[src/rtl/xcvr_pkg.sv]
package xcvr_pkg;
  typedef struct packed {
    logic le;
    logic strobe;
    logic oe;
  } dir_ctrl_t;
endpackage

[src/rtl/xcvr_bus_hold.sv]
module xcvr_bus_hold #(
  parameter int W = 36
) (
  input  logic         clk_i,
  input  logic         rst_ni,
  input  logic [W-1:0] data_i,
  input  logic         drive_i,
  output logic [W-1:0] data_o
);
  logic [W-1:0] hold_q;

  always_ff @(posedge clk_i or negedge rst_ni) begin
    if (!rst_ni)      hold_q <= '0;
    else if (drive_i) hold_q <= data_i;
  end

  assign data_o = drive_i ? data_i : hold_q;

  assert_hold_load_R10: assert property (@(posedge clk_i) disable iff (!rst_ni)
    drive_i |=> hold_q == $past(data_i));
  assert_hold_keep_R10: assert property (@(posedge clk_i) disable iff (!rst_ni)
    !drive_i |=> $stable(hold_q));
endmodule

[src/rtl/xcvr_dir_path.sv]
module xcvr_dir_path
  import xcvr_pkg::*;
#(
  parameter int W = 18
) (
  input  logic         clk_i,
  input  logic         rst_ni,
  input  dir_ctrl_t    ctrl_i,
  input  logic [W-1:0] din_i,
  output logic [W-1:0] dout_o,
  output logic [W-1:0] en_o
);
  logic         strobe_q;
  logic [W-1:0] store_q;
  logic         rise;
  logic         oe_eff;
  logic [W-1:0] view;

  // strobe_q resets high: a strobe held high through reset is not an edge
  assign rise = ctrl_i.strobe & ~strobe_q;

  always_ff @(posedge clk_i or negedge rst_ni) begin
    if (!rst_ni) begin
      strobe_q <= 1'b1;
      store_q  <= '0;
    end else begin
      strobe_q <= ctrl_i.strobe;
      if (ctrl_i.le || rise) store_q <= din_i;
    end
  end

  assign view   = ctrl_i.le ? din_i : store_q;
  assign oe_eff = ctrl_i.oe & rst_ni;
  assign dout_o = oe_eff ? view : '0;
  assign en_o   = {W{oe_eff}};

  assert_transparent_load_R1: assert property (@(posedge clk_i) disable iff (!rst_ni)
    ctrl_i.le |=> store_q == $past(din_i));
  assert_hold_stable_R2: assert property (@(posedge clk_i) disable iff (!rst_ni)
    (!ctrl_i.le && !(ctrl_i.strobe && !strobe_q)) |=> $stable(store_q));
  assert_edge_capture_R3: assert property (@(posedge clk_i) disable iff (!rst_ni)
    (!ctrl_i.le && ctrl_i.strobe && !strobe_q) |=> store_q == $past(din_i));
endmodule

[src/rtl/xcvr_univ_reg.sv]
module xcvr_univ_reg
  import xcvr_pkg::*;
#(
  parameter int SLICE_W    = 18,
  parameter int NUM_SLICES = 2,
  parameter bit GANGED     = 1'b0,
  localparam int W         = SLICE_W * NUM_SLICES
) (
  input  logic                  clk_i,
  input  logic                  rst_ni,
  input  logic [W-1:0]          a_data_i,
  input  logic                  a_drive_i,
  input  logic [W-1:0]          b_data_i,
  input  logic                  b_drive_i,
  input  logic [NUM_SLICES-1:0] ab_le_i,
  input  logic [NUM_SLICES-1:0] ab_strobe_i,
  input  logic [NUM_SLICES-1:0] ab_oe_i,
  input  logic [NUM_SLICES-1:0] ba_le_i,
  input  logic [NUM_SLICES-1:0] ba_strobe_i,
  input  logic [NUM_SLICES-1:0] ba_oe_ni,
  output logic [W-1:0]          b_data_o,
  output logic [W-1:0]          b_en_o,
  output logic [W-1:0]          a_data_o,
  output logic [W-1:0]          a_en_o
);
  logic [W-1:0] a_eff, b_eff;

  xcvr_bus_hold #(.W(W)) a_hold_i (
    .clk_i, .rst_ni, .data_i(a_data_i), .drive_i(a_drive_i), .data_o(a_eff));
  xcvr_bus_hold #(.W(W)) b_hold_i (
    .clk_i, .rst_ni, .data_i(b_data_i), .drive_i(b_drive_i), .data_o(b_eff));

  for (genvar s = 0; s < NUM_SLICES; s++) begin : g_slice
    localparam int C  = GANGED ? 0 : s;
    localparam int LO = s * SLICE_W;
    dir_ctrl_t ab_ctrl, ba_ctrl;

    assign ab_ctrl = '{le: ab_le_i[C], strobe: ab_strobe_i[C], oe: ab_oe_i[C]};
    assign ba_ctrl = '{le: ba_le_i[C], strobe: ba_strobe_i[C], oe: ~ba_oe_ni[C]};

    xcvr_dir_path #(.W(SLICE_W)) ab_path_i (
      .clk_i, .rst_ni, .ctrl_i(ab_ctrl),
      .din_i (a_eff[LO +: SLICE_W]),
      .dout_o(b_data_o[LO +: SLICE_W]),
      .en_o  (b_en_o[LO +: SLICE_W]));

    xcvr_dir_path #(.W(SLICE_W)) ba_path_i (
      .clk_i, .rst_ni, .ctrl_i(ba_ctrl),
      .din_i (b_eff[LO +: SLICE_W]),
      .dout_o(a_data_o[LO +: SLICE_W]),
      .en_o  (a_en_o[LO +: SLICE_W]));

    assert_ab_oe_off_R4: assert property (@(posedge clk_i) disable iff (!rst_ni)
      !ab_oe_i[C] |-> (b_en_o[LO +: SLICE_W] == '0 && b_data_o[LO +: SLICE_W] == '0));
    assert_ba_oe_off_R5: assert property (@(posedge clk_i) disable iff (!rst_ni)
      ba_oe_ni[C] |-> (a_en_o[LO +: SLICE_W] == '0 && a_data_o[LO +: SLICE_W] == '0));
  end
endmodule

[config.mk]
export PLATFORM = sky130hd
export DESIGN_NAME = xcvr_univ_reg
export DESIGN_NICKNAME = d
export VERILOG_FILES = /design/src/rtl/xcvr_pkg.sv /design/src/rtl/xcvr_bus_hold.sv /design/src/rtl/xcvr_dir_path.sv /design/src/rtl/xcvr_univ_reg.sv
export SDC_FILE = /design/constraint.sdc
export NUM_CORES = 1
export LEC_CHECK = 0
export ABC_AREA = 1
export BUFFER_PORTS_ARGS = -buffer_cell sky130_fd_sc_hd__buf_2
export CORE_MARGIN = 4
export CORE_UTILIZATION = 56
export DETAILED_ROUTE_END_ITERATION = 8
export PLACE_DENSITY = 0.87
export SETUP_SLACK_MARGIN = 0.02
export SLEW_MARGIN = 0
export SYNTH_ARGS = -nofsm -noshare
export SYNTH_HDL_FRONTEND = slang
export SYNTH_SLANG_ARGS = --single-unit
[constraint.sdc]
create_clock -name clk_i -period 3.1 [get_ports clk_i]
set_input_delay 0.31 -clock clk_i [delete_from_list [all_inputs] [get_ports clk_i]]
set_output_delay 0.31 -clock clk_i [all_outputs]
set_load 0.005 [all_outputs]
* Word-level counts from Yosys, hierarchy flattened
Index checks and enable logic that the tools add are counted.
Operators by class: muxes and demuxes 10, bitwise gates (word level) 14, reductions and logical operators 4
Operators by type and width (number):
- $mux W18 | 8
- $mux W36 | 2
- $and A1 B1 Y1 | 8
- $not A1 Y1 | 6
- $logic_or A1 B1 Y1 | 4
Storage, ports and cells: register bits after elaboration 148, input bits 88, output and inout port bits 144

* Depth between registers and ports, before layout
depth after elaboration 3, gate-level depth with buffers 7, gate-level depth less buffers 5

* Modules after synthesis
From an unflattened synthesis, not the netlist that was laid out.
Unflattened totals: cells, all modules 942, area, all modules 7734.9 um2
Modules (own cells, without submodules):
- xcvr_dir_path | instances 4, cells each 159, area an instance 1222.4 um2, seq. area each 476.7 um2
- xcvr_bus_hold | instances 2, cells each 152, area an instance 1418.9 um2, seq. area each 900.9 um2
- xcvr_univ_reg | instances 1, cells each 2, area an instance 7.5 um2, seq. area each 0.0 um2

* Worst setup path before layout
Ideal clock, no wire load.
path type input port to output port, start point input port ba_oe_ni[0], end point output port a_en_o[0], data arrival time 1.071 ns, data required time 2.790 ns, setup slack 1.719 ns, cell stages on the path 5, buffers on the path 2, path through inv_1 > nand2_2 > buf_6 > inv_1 > buf_4
Between the ends: cells in the longest elaborated chain, start to end 2
Ends and longest elaborated chain:
- start, declared | line xcvr_univ_reg.sv:20 | input logic [NUM_SLICES-1:0] ba_oe_ni,
- $not A1 Y1 | line xcvr_univ_reg.sv:39 | assign ba_ctrl = '{le: ba_le_i[C], strobe: ba_strobe_i[C], oe: ~ba_oe_ni[C]};
- $and A1 B1 Y1 | line xcvr_dir_path.sv:33 | assign oe_eff = ctrl_i.oe & rst_ni;
- end, declared | line xcvr_univ_reg.sv:24 | output logic [W-1:0] a_en_o
Every way passes these cells.

* Worst setup path in the final report
start point input port rst_ni, end point output port b_en_o[5]
Between the ends: cells in the longest elaborated chain, start to end 1
Ends and longest elaborated chain:
- start, declared | line xcvr_univ_reg.sv:10 | input logic rst_ni,
- $and A1 B1 Y1 | line xcvr_dir_path.sv:33
- end, declared | line xcvr_univ_reg.sv:22 | output logic [W-1:0] b_en_o,
Every way passes these cells.

==> out/metrics.yaml <==
status: "finished clean"
cts.sinks: 148
hold_ws_ps: 130
htree_levels: 4
synth_top_family_by_area: "simple AND/OR/NAND/NOR gates"
vdd_drop_max_mv: 0.328
pwr-share-clk: 0.415
synth_edf_count: 0
die_area_sq_mm: 0.0160
synthAdderAreaFrac: 0
place_area_sq_mm: 0.00843
synth_mux_area_frac: 0
fin_ws_ps: 697
swShare: 0.264
place.detailed.hpwl_microns: 12300
root_buffer: "clkbuf_16"
gp_congestion: 0.831
nets: 1315
dr.pass1.iters: 5
row_count: 43
wirelength_met1_microns: 7780
ys_ff_latch: 148
internal_power_mw: 3.75
numCtsBuffers: 17
max_freq_mhz: 416
yosysMostFrequentCell: "nand2_1"
antenna_cells: 0
syn2layout_area_growth_pct: 15.5
clock_latency_ps: 420
grt_use_total: 0.238
clock_path_buffers: 2
worst_pin_slew_ps: 881
leakagePower_nw: 5.78
overflow: 0
cap_violations: 0
path_clk_slew_ps: 60
viasPerCell: 5.05
portBuffers: 231
start_util: 0.570
finalSetupViolCount: 0
antenna_found_initial: 0
slew_headroom: 0.413
dr.first_iter.drc_count: 525
seq_area_frac_synth: 0.471
fin_crit_ps: 2400
drt-wirelength-per-cell_microns: 13.3
cts-resized-gates: 0
num_vias: 7174
start_kind: "primary input"
p_comb_frac: 0.150
core_sq_mm: 0.0138
worst_clock_skew_ps: 8.23
cts_tree: "built"
critPathMaxFanout: 35
path_class: "primary input to output pin"
ys_types: 11
post_cts_buffers: 0
synth_area_leaders: "dfrtp_1 (46%), nand2_1 (21%), nand3_1 (9.2%)"
pwr-share-seq: 0.435
synth_compound_area_frac: 0
routed-wl-met2_microns: 9470
grt_max_degree: 73
io_pins: 232
syn_nets: 1174
setup_tns_ps: 0
endpoint_kind: "output pin"
worstPathArrival_ps: 2090
yosysTopAreaCellShare: 0.458
p_total_mw: 5.10
ant_nets: 0
syn_area_sq_mm: 0.00788
power.density_mw_per_mm2: 561
grt_pass1_wl_microns: 31500
routed.top_layer: "met4"
finalHoldViolCount: 0
rsz0062_at_grt: "false"
grt_pass1_vias: 6776
met3_length_microns: 1280
maxSlewViolCount: 0
drc_errors: 0
hold_path_class: "primary input to register"
ys_async_sr_fraction: 1.00
syn_inst: 1086
final_area_sq_mm: 0.00909
synth_xor_area_frac: 0
p_sw_mw: 1.34
synth_area_per_cell_sq_um: 7.25
synth_simple_gate_area_frac: 0.376
wl_microns: 18900
fin_crit_sh: 0.775
die_x_microns: 127
synth_top_flop_cell: "dfrtp_1"
place_ws_ps: 1230
die_height_microns: 127
drive_gt1_frac: 0.231
synth_commonest_cells: "nand2_1 (432), dfrtp_1 (144), nand3_1 (144), nor2_1 (144), buf_4 (84)"
required_ps: 2790
synth_area_leader_cell: "dfrtp_1"
ys_warn_count: 0
critical path, cell delays in order:
cell and delay, ps:
dlygate4sd3_1 540, buf_6 310, nand2_2 330, inv_1 390, buf_2 190
final cells by class:
cell class                 instances  area, sq um
fill                            1133         4730
multi-input combinational        732         2960
tap                              180          225
clock inverter                     9          125
sequential                       148         3710
clock buffer                      23          488
timing repair buffer             240         1240
inverter                          88          345
timing repair:
| item | CTS | global route |
|---|---|---|
| endpoints found under the setup margin | 0 | 0 |
| hold buffers | 5 | 0 |
| endpoints found under the hold margin | 31 | 0 |
flip-flops by register name, summed over array words and instances (netlist names):
| register | flops |
|---|---|
| g_slice.ba_path_i.store_q | 36 |
| g_slice.ab_path_i.strobe_q | 2 |
| b_hold_i.hold_q | 36 |
| a_hold_i.hold_q | 36 |
| g_slice.ba_path_i.strobe_q | 2 |
| g_slice.ab_path_i.store_q | 36 |
logic make-up after synthesis:
family	after synthesis
buffers and inverters	206
DFF	148
and+or+nand+nor	732
through the flow:
step,std cells,util
after floorplan,1086,-
after global placement,1383,0.610
after detailed placement,1383,0.610
after CTS,1420,0.658
after global routing,1420,0.658
final,1420,0.658
path summary, 6_finish.rpt:
kind | start | endpoint | slack (ps) | cells past startpoint
worst max-delay path | rst_ni | b_en_o[5] | 700 | 5
worst min-delay path | a_data_i[20] | a_hold_i.hold_q[20] | 130 | 3
worst max register to register | g_slice[0].ba_path_i.strobe_q | g_slice[0].ba_path_i.store_q[0] | 1570 | 5
worst min register to register | a_hold_i.hold_q[20] | a_hold_i.hold_q[20] | 490 | 2
max in group asynchronous | rst_ni | b_hold_i.hold_q[23] | 1560 | 3
min in group asynchronous | rst_ni | g_slice[0].ab_path_i.store_q[10] | 350 | 2
power by group through the flow:
stage / logic (mW) / clock network, mW / registers (mW)
after floorplan: 0.559 / 0 / 2.23
after global placement: 0.735 / 0 / 2.24
after detailed placement: 0.757 / 0 / 2.25
after CTS: 0.770 / 2.14 / 2.22
after global routing: 0.877 / 2.24 / 2.24
final: 0.763 / 2.12 / 2.22
cell usage in the layout (no fill, tap or decap), types with 5 or more instances in the layout:
cell | netlist | routed
nand2_1 | 432 | 432
dfrtp_1 | 144 | 144
inv_4 | 6 | 6
nand2_2 | 12 | 12
clkbuf_16 | 0 | 17
nor2_1 | 144 | 144
nand3_1 | 144 | 144
inv_1 | 82 | 82
buf_2 | 24 | 230
dlygate4sd3_1 | 0 | 5
routing by layer:
layer | track usage | vias to the layer above
met5 | 0 | -
met4 | 0.0877 | 0
met3 | 0.0493 | 28
met2 | 0.394 | 281
met1 | 0.313 | 3344
li1 | - | 3521
(Power assumes the default switching activity.)
